### config.mk
export PLATFORM = sky130hd
export DESIGN_NAME = mac_zol_engine
export DESIGN_NICKNAME = d
export VERILOG_FILES = /design/src/rtl/mac_zol_pkg.sv /design/src/rtl/mac_zol_loop_ctrl.sv /design/src/rtl/mac_zol_agu.sv /design/src/rtl/mac_zol_mac.sv /design/src/rtl/mac_zol_engine.sv
export SDC_FILE = /design/constraint.sdc
export NUM_CORES = 1
export LEC_CHECK = 0
export ABC_AREA = 0
export BUFFER_PORTS_ARGS = -buffer_cell sky130_fd_sc_hd__buf_4
export CORE_MARGIN = 1.5
export CORE_UTILIZATION = 60
export DETAILED_ROUTE_END_ITERATION = 8
export PLACE_DENSITY_LB_ADDON = 0.05
export SYNTH_ARGS = -nofsm -noshare
export SYNTH_HDL_FRONTEND = slang
export SYNTH_SLANG_ARGS = --single-unit
### constraint.sdc
create_clock -name clk -period 16.88 [get_ports clk]
set_input_delay 4.22 -clock clk [delete_from_list [all_inputs] [get_ports clk]]
set_output_delay 4.22 -clock clk [all_outputs]
set_load 0.1 [all_outputs]
### src/rtl/mac_zol_pkg.sv
// Shared definitions for the FIR multiply-accumulate engine.
// Assumes: nothing beyond IEEE 1800-2017.
package mac_zol_pkg;

    // Engine phases: idle, operand preload, tap loop.
    typedef enum logic [1:0] {
        PH_IDLE = 2'd0,
        PH_LOAD = 2'd1,
        PH_RUN  = 2'd2
    } phase_e;

    // Accumulator width: full product plus one guard bit per doubling of taps.
    function automatic int acc_width(input int dw, input int tw);
        return 2 * dw + tw;
    endfunction

endpackage

### src/rtl/mac_zol_loop_ctrl.sv
// Hardware loop controller.
// Accepts a start only when idle and latches the tap count. It spends one
// preload cycle, then counts one iteration per cycle and ends the loop in
// the same cycle as the final multiply-accumulate, raising done for one cycle.
// Assumes: taps is stable only at the accepting edge; a count of 0 skips the loop.
module mac_zol_loop_ctrl
    import mac_zol_pkg::*;
#(
    parameter int TW = 6
) (
    input  logic          clk,
    input  logic          rst_n,
    input  logic          start,
    input  logic [TW-1:0] taps,
    output phase_e        phase,
    output logic          accept,
    output logic          fetch_adv,
    output logic          mac_en,
    output logic          done
);

    logic [TW-1:0] taps_q;
    logic [TW-1:0] iter;
    logic          last_iter;

    // Decode the phase into the per-cycle strobes used by the datapath.
    always_comb begin
        accept    = start && (phase == PH_IDLE);
        fetch_adv = (phase != PH_IDLE);
        mac_en    = (phase == PH_RUN);
        last_iter = (phase == PH_RUN) && (iter == taps_q - TW'(1));
    end

    // Phase register, iteration counter and end-of-loop test.
    always_ff @(posedge clk) begin
        if (!rst_n) begin
            phase  <= PH_IDLE;
            taps_q <= '0;
            iter   <= '0;
            done   <= 1'b0;
        end else begin
            done <= 1'b0;
            case (phase)
                PH_IDLE: begin
                    if (start) begin
                        taps_q <= taps;
                        iter   <= '0;
                        phase  <= PH_LOAD;
                    end
                end
                PH_LOAD: begin
                    if (taps_q == '0) begin
                        phase <= PH_IDLE;
                        done  <= 1'b1;
                    end else begin
                        phase <= PH_RUN;
                    end
                end
                PH_RUN: begin
                    if (last_iter) begin
                        phase <= PH_IDLE;
                        done  <= 1'b1;
                    end else begin
                        iter <= iter + TW'(1);
                    end
                end
                default: phase <= PH_IDLE;
            endcase
        end
    end

endmodule

### src/rtl/mac_zol_agu.sv
// Address generator for one pointer with post-modify by a fixed step.
// While idle, the preset address is presented directly so that the memory
// starts its first read at the accepting edge. The pointer register is then
// loaded with the preset plus one step and advances one step per busy cycle.
// Assumes: load and adv are never active together; addresses wrap modulo 2^AW.
module mac_zol_agu #(
    parameter int AW      = 8,
    parameter bit STEP_UP = 1'b1
) (
    input  logic          clk,
    input  logic          rst_n,
    input  logic          idle,
    input  logic [AW-1:0] preset,
    input  logic          load,
    input  logic          adv,
    output logic [AW-1:0] addr
);

    logic [AW-1:0] ptr;
    logic [AW-1:0] base;
    logic [AW-1:0] stepped;

    // Pick the value to modify: the preset on load, otherwise the pointer.
    always_comb base = load ? preset : ptr;

    // The step direction is fixed per instance.
    generate
        if (STEP_UP) begin : g_inc
            always_comb stepped = base + AW'(1);
        end else begin : g_dec
            always_comb stepped = base - AW'(1);
        end
    endgenerate

    // Pointer register with post-modify.
    always_ff @(posedge clk) begin
        if (!rst_n) begin
            ptr <= '0;
        end else if (load || adv) begin
            ptr <= stepped;
        end
    end

    // Present the preset while idle, otherwise the live pointer.
    always_comb addr = idle ? preset : ptr;

endmodule

### src/rtl/mac_zol_mac.sv
// Multiply-accumulate datapath: two operand registers and a wide accumulator.
// The operand registers capture memory read data on every busy cycle. The
// accumulator adds the signed product of the current operands while in the
// loop, and it is cleared on an accepted start.
// Assumes: clr never coincides with mac_en.
module mac_zol_mac #(
    parameter int DW = 16,
    parameter int TW = 6
) (
    input  logic                        clk,
    input  logic                        rst_n,
    input  logic                        clr,
    input  logic                        capture,
    input  logic                        mac_en,
    input  logic signed [DW-1:0]        x_in,
    input  logic signed [DW-1:0]        a_in,
    output logic signed [2*DW+TW-1:0]   acc
);

    localparam int PW   = 2 * DW;
    localparam int ACCW = PW + TW;

    logic signed [DW-1:0]   op_x;
    logic signed [DW-1:0]   op_a;
    logic signed [PW-1:0]   prod;
    logic signed [ACCW-1:0] prod_ext;

    // Signed product, sign-extended to the accumulator width.
    always_comb begin
        prod     = op_x * op_a;
        prod_ext = {{TW{prod[PW-1]}}, prod};
    end

    // Operand registers follow the memory read ports during a run.
    always_ff @(posedge clk) begin
        if (!rst_n) begin
            op_x <= '0;
            op_a <= '0;
        end else if (capture) begin
            op_x <= x_in;
            op_a <= a_in;
        end
    end

    // Accumulator: clear on start, add the product in each loop cycle.
    always_ff @(posedge clk) begin
        if (!rst_n) begin
            acc <= '0;
        end else if (clr) begin
            acc <= '0;
        end else if (mac_en) begin
            acc <= acc + prod_ext;
        end
    end

endmodule

### src/rtl/mac_zol_engine.sv
// FIR multiply-accumulate engine with a hardware loop.
// It computes y = sum x[n-1-i]*a[i] at one tap per cycle after a single
// preload cycle. The coefficient pointer steps up from 0 and the sample
// pointer steps down from n-1.
// Assumes: both memories return data one cycle after the address; AW >= TW.
module mac_zol_engine
    import mac_zol_pkg::*;
#(
    parameter int DW = 16,
    parameter int AW = 8,
    parameter int TW = 6,
    localparam int ACCW = 2 * DW + TW
) (
    input  logic            clk,
    input  logic            rst_n,
    input  logic            start,
    input  logic [TW-1:0]   taps,
    output logic [AW-1:0]   coef_addr,
    input  logic [DW-1:0]   coef_rdata,
    output logic [AW-1:0]   samp_addr,
    input  logic [DW-1:0]   samp_rdata,
    output logic            done,
    output logic [ACCW-1:0] acc_out
);

    phase_e                 phase;
    logic                   accept;
    logic                   fetch_adv;
    logic                   mac_en;
    logic                   idle;
    logic [AW-1:0]          samp_preset;
    logic signed [ACCW-1:0] acc;

    // Derived controls and preset addresses.
    always_comb begin
        idle        = (phase == PH_IDLE);
        samp_preset = AW'(taps) - AW'(1);
        acc_out     = acc;
    end

    mac_zol_loop_ctrl #(.TW(TW)) u_ctrl (
        .clk       (clk),
        .rst_n     (rst_n),
        .start     (start),
        .taps      (taps),
        .phase     (phase),
        .accept    (accept),
        .fetch_adv (fetch_adv),
        .mac_en    (mac_en),
        .done      (done)
    );

    mac_zol_agu #(.AW(AW), .STEP_UP(1'b1)) u_agu_coef (
        .clk    (clk),
        .rst_n  (rst_n),
        .idle   (idle),
        .preset ('0),
        .load   (accept),
        .adv    (fetch_adv),
        .addr   (coef_addr)
    );

    mac_zol_agu #(.AW(AW), .STEP_UP(1'b0)) u_agu_samp (
        .clk    (clk),
        .rst_n  (rst_n),
        .idle   (idle),
        .preset (samp_preset),
        .load   (accept),
        .adv    (fetch_adv),
        .addr   (samp_addr)
    );

    mac_zol_mac #(.DW(DW), .TW(TW)) u_mac (
        .clk     (clk),
        .rst_n   (rst_n),
        .clr     (accept),
        .capture (fetch_adv),
        .mac_en  (mac_en),
        .x_in    (samp_rdata),
        .a_in    (coef_rdata),
        .acc     (acc)
    );

endmodule

==> results of run 1 <==
[per-stage QoR]
stage	hold WS, ps	setup slack (ps)	area [µm²]	total power [mW]
finish	488	7310	17500	0.874
global route	503	7170	17500	0.941
CTS	491	7300	17500	0.884
detailed placement	480	7300	17200	0.660
global placement	467	7310	17200	0.654
floorplan	449	6330	16200	0.561
[state kept, by name (all words and copies together), names as in the netlist]
| signal | flops |
|---|---|
| u_mac.acc | 38 |
| u_ctrl.iter | 6 |
| u_ctrl.done | 1 |
| u_mac.op_x | 16 |
| u_agu_samp.ptr | 8 |
| u_ctrl.taps_q | 6 |
| u_mac.op_a | 16 |
| u_ctrl.phase | 2 |
| u_agu_coef.ptr | 8 |
[worst min-delay path by stage]
| stage | slack (ps) | endpoint |
|---|---|---|
| 3_5_place_dp | 480 | u_ctrl.taps_q[1]$_SDFFE_PN0P_ |
| 3_3_place_gp | 470 | u_ctrl.taps_q[1]$_SDFFE_PN0P_ |
| 4_1_cts | 490 | u_ctrl.taps_q[1]$_SDFFE_PN0P_ |
| 6_report | 490 | u_ctrl.taps_q[1]$_SDFFE_PN0P_ |
| 5_1_grt | 500 | u_ctrl.taps_q[1]$_SDFFE_PN0P_ |
| 2_1_floorplan | 450 | u_ctrl.taps_q[1]$_SDFFE_PN0P_ |
[critical path, cell delays in order]
cell	delay, ps
buf_4	130
nor3_1	250
nand3_1	130
xor2_1	170
a21oi_1	150
buf_4	300
[metal layers]
layer  vias up  part of all wire (%)  wire, µm
met3        67                   5.3      2060
li1       5510                     -         -
met2       313                    48     18500
met4         0                   2.8      1100
met5         -                     0         0
met1      6016                    44     17000
[layout by cell type, fill, tap and decap left out, types with 8 or more instances in the layout]
| cell | n |
|---|---|
| dfxtp_1 | 101 |
| buf_4 | 102 |
| o21ai_0 | 27 |
| fa_1 | 322 |
| nor2b_1 | 12 |
| nand3_1 | 17 |
| xnor2_1 | 33 |
| nor2_1 | 126 |
| a21o_1 | 15 |
| a211oi_1 | 8 |
| nand2_1 | 188 |
| a21oi_1 | 56 |
| ha_1 | 117 |
| mux2i_1 | 57 |
| and2_1 | 118 |
| clkbuf_16 | 9 |
| inv_1 | 381 |
| nor3_1 | 19 |
| xor2_1 | 22 |
[power by group through the flow]
stage / combinational, mW / sequential, mW / clock, mW
6_report: 0.367 / 0.291 / 0.216
5_1_grt: 0.417 / 0.294 / 0.230
4_1_cts: 0.370 / 0.290 / 0.225
3_5_place_dp: 0.365 / 0.295 / 0
3_3_place_gp: 0.359 / 0.295 / 0
2_1_floorplan: 0.288 / 0.273 / 0
[logic make-up (layout without fill, tap and decap cells)]
logic type	after synthesis	after routing	share of synthesized area, %
compound gates	165	165	6.83
xor+xnor	55	55	2.97
fa+ha+maj	441	441	48.9
buf+inv	445	500	10.3
flops	101	101	12.5
mux	58	58	3.58
simple gates	518	518	15.0
[area by class of cell]
cell class | instances | area (µm²)
Clock buffer | 10 | 229
Clock inverter | 6 | 68.8
Fill cell | 2267 | 9240
Inverter | 382 | 1430
Multi-Input combinational cell | 1237 | 12500
Sequential cell | 101 | 2020
Tap cell | 341 | 427
Timing Repair Buffer | 102 | 766
==> impl_metrics.json, run 1 <==
{
  "status": "finished clean",
  "synth_top_cell_by_area": "fa_1",
  "diodes": 0,
  "dp.cells": 2163,
  "slew_headroom_pct": 30.0,
  "clock.fmax_mhz": 104,
  "reg2reg_from": "u_mac.op_a[1]$_SDFFE_PN0N_",
  "synth_ff_type": "dfxtp_1",
  "arrival_ps": 5350,
  "syn_avg_cell_area_um2": 9.10,
  "grt_max_degree": 56,
  "crit_end": "samp_addr[5]",
  "grt_setup_unrepaired": "no",
  "area_delta_synth_final_pct": 7.73,
  "synthCells": 1783,
  "root_buffer": "clkbuf_16",
  "ys_ff_latch": 101,
  "drv_cap": 0,
  "finalSetupTns_ps": 0,
  "vias": 11900,
  "cts_hold_buffers": 0,
  "hold_viol_final": 0,
  "period_minus_slack_ps": 9570,
  "startpoint_type": "input pin",
  "drc": 0,
  "dr.pass1.iters": 5,
  "vdd_ir_drop_max_v": 0.0000551,
  "cts_sinks": 101,
  "postCtsSetupBuffers": 0,
  "dieHeight_um": 167,
  "dpl.hpwl_mm": 31.2,
  "clkPwrFrac_pct": 24.7,
  "critPathMaxFanout": 5,
  "synth.net_count": 2265,
  "met3_usage_pct": 4.89,
  "finalSetupViolCount": 0,
  "start_util_pct": 60.7,
  "grt_overflow_total": 0,
  "antenna_found_initial": 0,
  "hp-start": "u_ctrl.taps_q[1]$_SDFFE_PN0P_",
  "p_seq_share_pct": 33.3,
  "critPathKind": "input pin to primary output",
  "hold_path.class": "register to register",
  "cts_buffer_depth": 2,
  "synth_cell_types": 64,
  "rr_worst_depth": 21,
  "powerDensity_mw_per_mm2": 50.0,
  "synth_edf_count": 0,
  "timing.reg2reg.setup_slack_ps": 9860,
  "period_share_pct": 56.7,
  "htree_num_levels": 3,
  "startpoint": "taps[2]",
  "p_int_uw": 496,
  "drt_iter0_drc": 603,
  "die_x_um": 167,
  "grt.busiest_layer": "met2",
  "routabilityCongestion": 0.903,
  "cts_resized": 0,
  "power.switching_uw": 378,
  "stdcell_count": 2179,
  "routedWlPerCell_um": 17.7,
  "required_ps": 12660,
  "final_core_util_pct": 65.4,
  "nets": 2315,
  "grt_usage_pct": 30.0,
  "via_per_inst": 5.46,
  "cts_tree": "done",
  "reg2reg_to": "u_mac.acc[37]$_SDFFE_PP0P_",
  "synthTopCellsByCount": "381 x inv_1, 322 x fa_1, 189 x nand2_1, 126 x nor2_1, 119 x ha_1",
  "end_kind": "primary output",
  "skew_ps": 17.3,
  "hold_path_depth": 2,
  "p_sw_share_pct": 43.2,
  "clk_pin_slew_worst_paths_ps": 80,
  "slew_violations": 0,
  "pin_count": 96,
  "synthArstFlopShare_pct": 0,
  "design.die.area_mm2": 0.0281,
  "portBuffers": 95,
  "rows": 60,
  "drtAntennaViolNets": 0,
  "cts_buffers": 9,
  "clkLatencyLatePin_ps": 370,
  "drive_above_1_share_pct": 7.56,
  "grt_first_pass_wirelength_mm": 65.5,
  "use_met2_pct": 50.6,
  "tightestPinTransition_ps": 1050,
  "power_frac_comb_pct": 42.0,
  "synth_top_area_share_pct": 39.7,
  "synth_area_leaders": "fa_1 40%, dfxtp_1 12%, ha_1 9.2%",
  "syn_area_mm2": 0.0162,
  "ys_seq_area_share_pct": 12.5,
  "power_leakage_nw": 9.32,
  "ys_warn_count": 0,
  "coreArea_mm2": 0.0267,
  "grt_use_met1_pct": 40.0,
  "grt_pass1_vias": 12800,
  "drt_wl_total_mm": 38.7,
  "yosysMostFrequentCell": "inv_1"
}
Power figures use the tool's default switching activity.
==> inputs of run 2 (changes only) <==
==> constraint.sdc (replaced) <==
create_clock -name clk -period 8.99 [get_ports clk]
set_input_delay 2.2475 -clock clk [delete_from_list [all_inputs] [get_ports clk]]
set_output_delay 2.2475 -clock clk [all_outputs]
set_load 0.1 [all_outputs]
==> run 2 against run 1 <==
  * Cell count is essentially flat
  * Clock skew shrank 2.0 ps
  * Critical path depth grew 15
  * Power grew 90%
  * Core utilization is essentially flat
  * Wire length grew 1.7%
  * Count of clock-buffer cells in the layout shrank 1
  * Cell area is essentially flat
  * Via count shrank 0.60%
  * Largest power group unchanged
==> impl_metrics.json, run 2 (same netlist as run 1, synthesis figures left out) <==
{
  "status": "finished clean",
  "routedWlPerCell_um": 18.1,
  "grt_overflow_total": 0,
  "final_common_cell": "inv_1",
  "power_leakage_nw": 9.32,
  "powerDensity_mw_per_mm2": 94.8,
  "hold_ws_ps": 487,
  "reg2reg_from": "u_mac.op_x[15]$_SDFFE_PN0N_",
  "cp_cell_sequence": "nand2_1 -> inv_1 -> fa_1 -> fa_1 -> inv_1 -> fa_1 -> inv_1 -> fa_1 -> fa_1 -> inv_1 -> fa_1 -> inv_1 -> ha_1 -> nand4_1 -> inv_1 -> nand2_1 -> or3_1 -> a31o_2 -> a21oi_2 -> nor4b_1 -> a311o_1",
  "hold_viol_final": 0,
  "drive_above_1_share_pct": 7.52,
  "cts_buffers": 9,
  "path_depth": 21,
  "coreArea_mm2": 0.0267,
  "die_x_um": 167,
  "cts_tree": "done",
  "pin_count": 96,
  "area_delta_synth_final_pct": 7.67,
  "n_fill_cell": 2238,
  "dr.pass1.iters": 5,
  "drv_cap": 0,
  "diodes": 0,
  "cp_slowest_cell": "fa_1",
  "path_buf_inv": 6,
  "final_cell_mix": "381 x inv_1, 322 x fa_1, 188 x nand2_1, 126 x nor2_1, 118 x and2_1",
  "critPathMaxFanout": 17,
  "slew_violations": 0,
  "dieHeight_um": 167,
  "rr_worst_depth": 21,
  "root_buffer": "clkbuf_16",
  "arrival_ps": 7140,
  "drt_wl_total_mm": 39.3,
  "skew_ps": 15.3,
  "dpl_worst_slack_ps": 2110,
  "vias": 11800,
  "htree_num_levels": 3,
  "clkLatencyLatePin_ps": 380,
  "rows": 60,
  "hp-start": "u_ctrl.taps_q[1]$_SDFFE_PN0P_",
  "vdd_ir_drop_max_v": 0.0000993,
  "startpoint": "u_mac.op_x[15]$_SDFFE_PN0N_",
  "drc": 0,
  "routabilityCongestion": 0.886,
  "critPathKind": "register to register",
  "grt_setup_unrepaired": "no",
  "largest_register_ffs": 38,
  "dpl.hpwl_mm": 31.6,
  "cts_resized": 0,
  "grt_max_degree": 56,
  "end_kind": "register",
  "clk_pin_slew_worst_paths_ps": 80,
  "cp_top_family": "adder cells",
  "startpoint_type": "register",
  "portBuffers": 95,
  "critPathMaxStageDelay_ps": 920,
  "regArea_mm2": 0.00202,
  "grt_pass1_vias": 12700,
  "clock.fmax_mhz": 146,
  "tightestPinTransition_ps": 1080,
  "period_share_pct": 76.4,
  "cts_sinks": 101,
  "period_minus_slack_ps": 6870,
  "hold_path_depth": 2,
  "antenna_found_initial": 1,
  "hold_path.class": "register to register",
  "required_ps": 9260,
  "max_flop_register": "u_mac.acc",
  "cts_hold_buffers": 0,
  "grt_first_pass_wirelength_mm": 65.4,
  "nets": 2313,
  "postCtsSetupBuffers": 0,
  "top_regs": "u_mac.acc x38, u_mac.op_a x16, u_mac.op_x x16",
  "finalSetupTns_ps": 0,
  "fin_ws_ps": 2120,
  "stdcell_count": 2177,
  "multi_input_area_mm2": 0.0125,
  "cts_buffer_depth": 2,
  "dp.cells": 2161,
  "grt_usage_pct": 30.2,
  "finalSetupViolCount": 0,
  "drt_iter0_drc": 616,
  "design.die.area_mm2": 0.0281,
  "slew_headroom_pct": 28.2,
  "drtAntennaViolNets": 0,
  "start_util_pct": 60.7,
  "via_per_inst": 5.44
}
run 2: cell count changes in the layout (fill, tap and decap cells not counted):
cell	previous run	this run
buf_4	102	100
clkbuf_1	1	0
clkinv_2	0	1
clkinv_4	1	2
clkinvlp_4	1	0
inv_6	1	0
inv_8	1	2
run 2: metrics by stage:
step	area (µm²)	total power, mW	util [%]
3_3_place_gp	17200	1.23	64.3
4_1_cts	17500	1.67	65.4
6_report	17500	1.66	65.4
2_1_floorplan	16200	1.05	-
5_1_grt	17500	1.78	65.4
3_5_place_dp	17200	1.24	64.3
run 2: final timing paths:
| path | endpoint | slack (ps) |
|---|---|---|
| worst max register to register | u_mac.acc[37]$_SDFFE_PP0P_ | 2120 |
| worst min register to register | u_ctrl.taps_q[1]$_SDFFE_PN0P_ | 490 |
| worst max-delay path | u_mac.acc[37]$_SDFFE_PP0P_ | 2120 |
| worst min-delay path | u_ctrl.taps_q[1]$_SDFFE_PN0P_ | 490 |
run 2: where the power goes:
| part | switching [mW] | internal, mW | leakage [nW] |
|---|---|---|---|
| Combinational | 0.423 | 0.264 | 8.35 |
| Sequential | 0.0750 | 0.470 | 0.821 |
| Clock | 0.227 | 0.198 | 0.149 |
| Total | 0.725 | 0.932 | 9.32 |
run 2: layer usage:
| layer | share of wire, % | routed length, µm | up-vias | GRT usage [%] |
|---|---|---|---|---|
| li1 | - | - | 5511 | - |
| met1 | 41 | 16300 | 5906 | 38.5 |
| met2 | 49 | 19200 | 322 | 51.3 |
| met3 | 5.9 | 2320 | 92 | 5.46 |
| met4 | 3.9 | 1530 | 4 | 11.9 |
| met5 | 0.066 | 26 | - | 0 |
run 2: layout make-up:
type	instances	share of cell area (%)
clock buffers	9	1.29
clock inverters	7	0.444
inverters	382	8.20
multi-input cells	1237	71.8
flip-flops and latches	101	11.6
well taps	341	2.44
repair buffers	100	4.30
run 2: worst min-delay path: stages, from the launching register on:
cell     delay, ps
dfxtp_1        330
nand2_1         60
a21oi_1         50
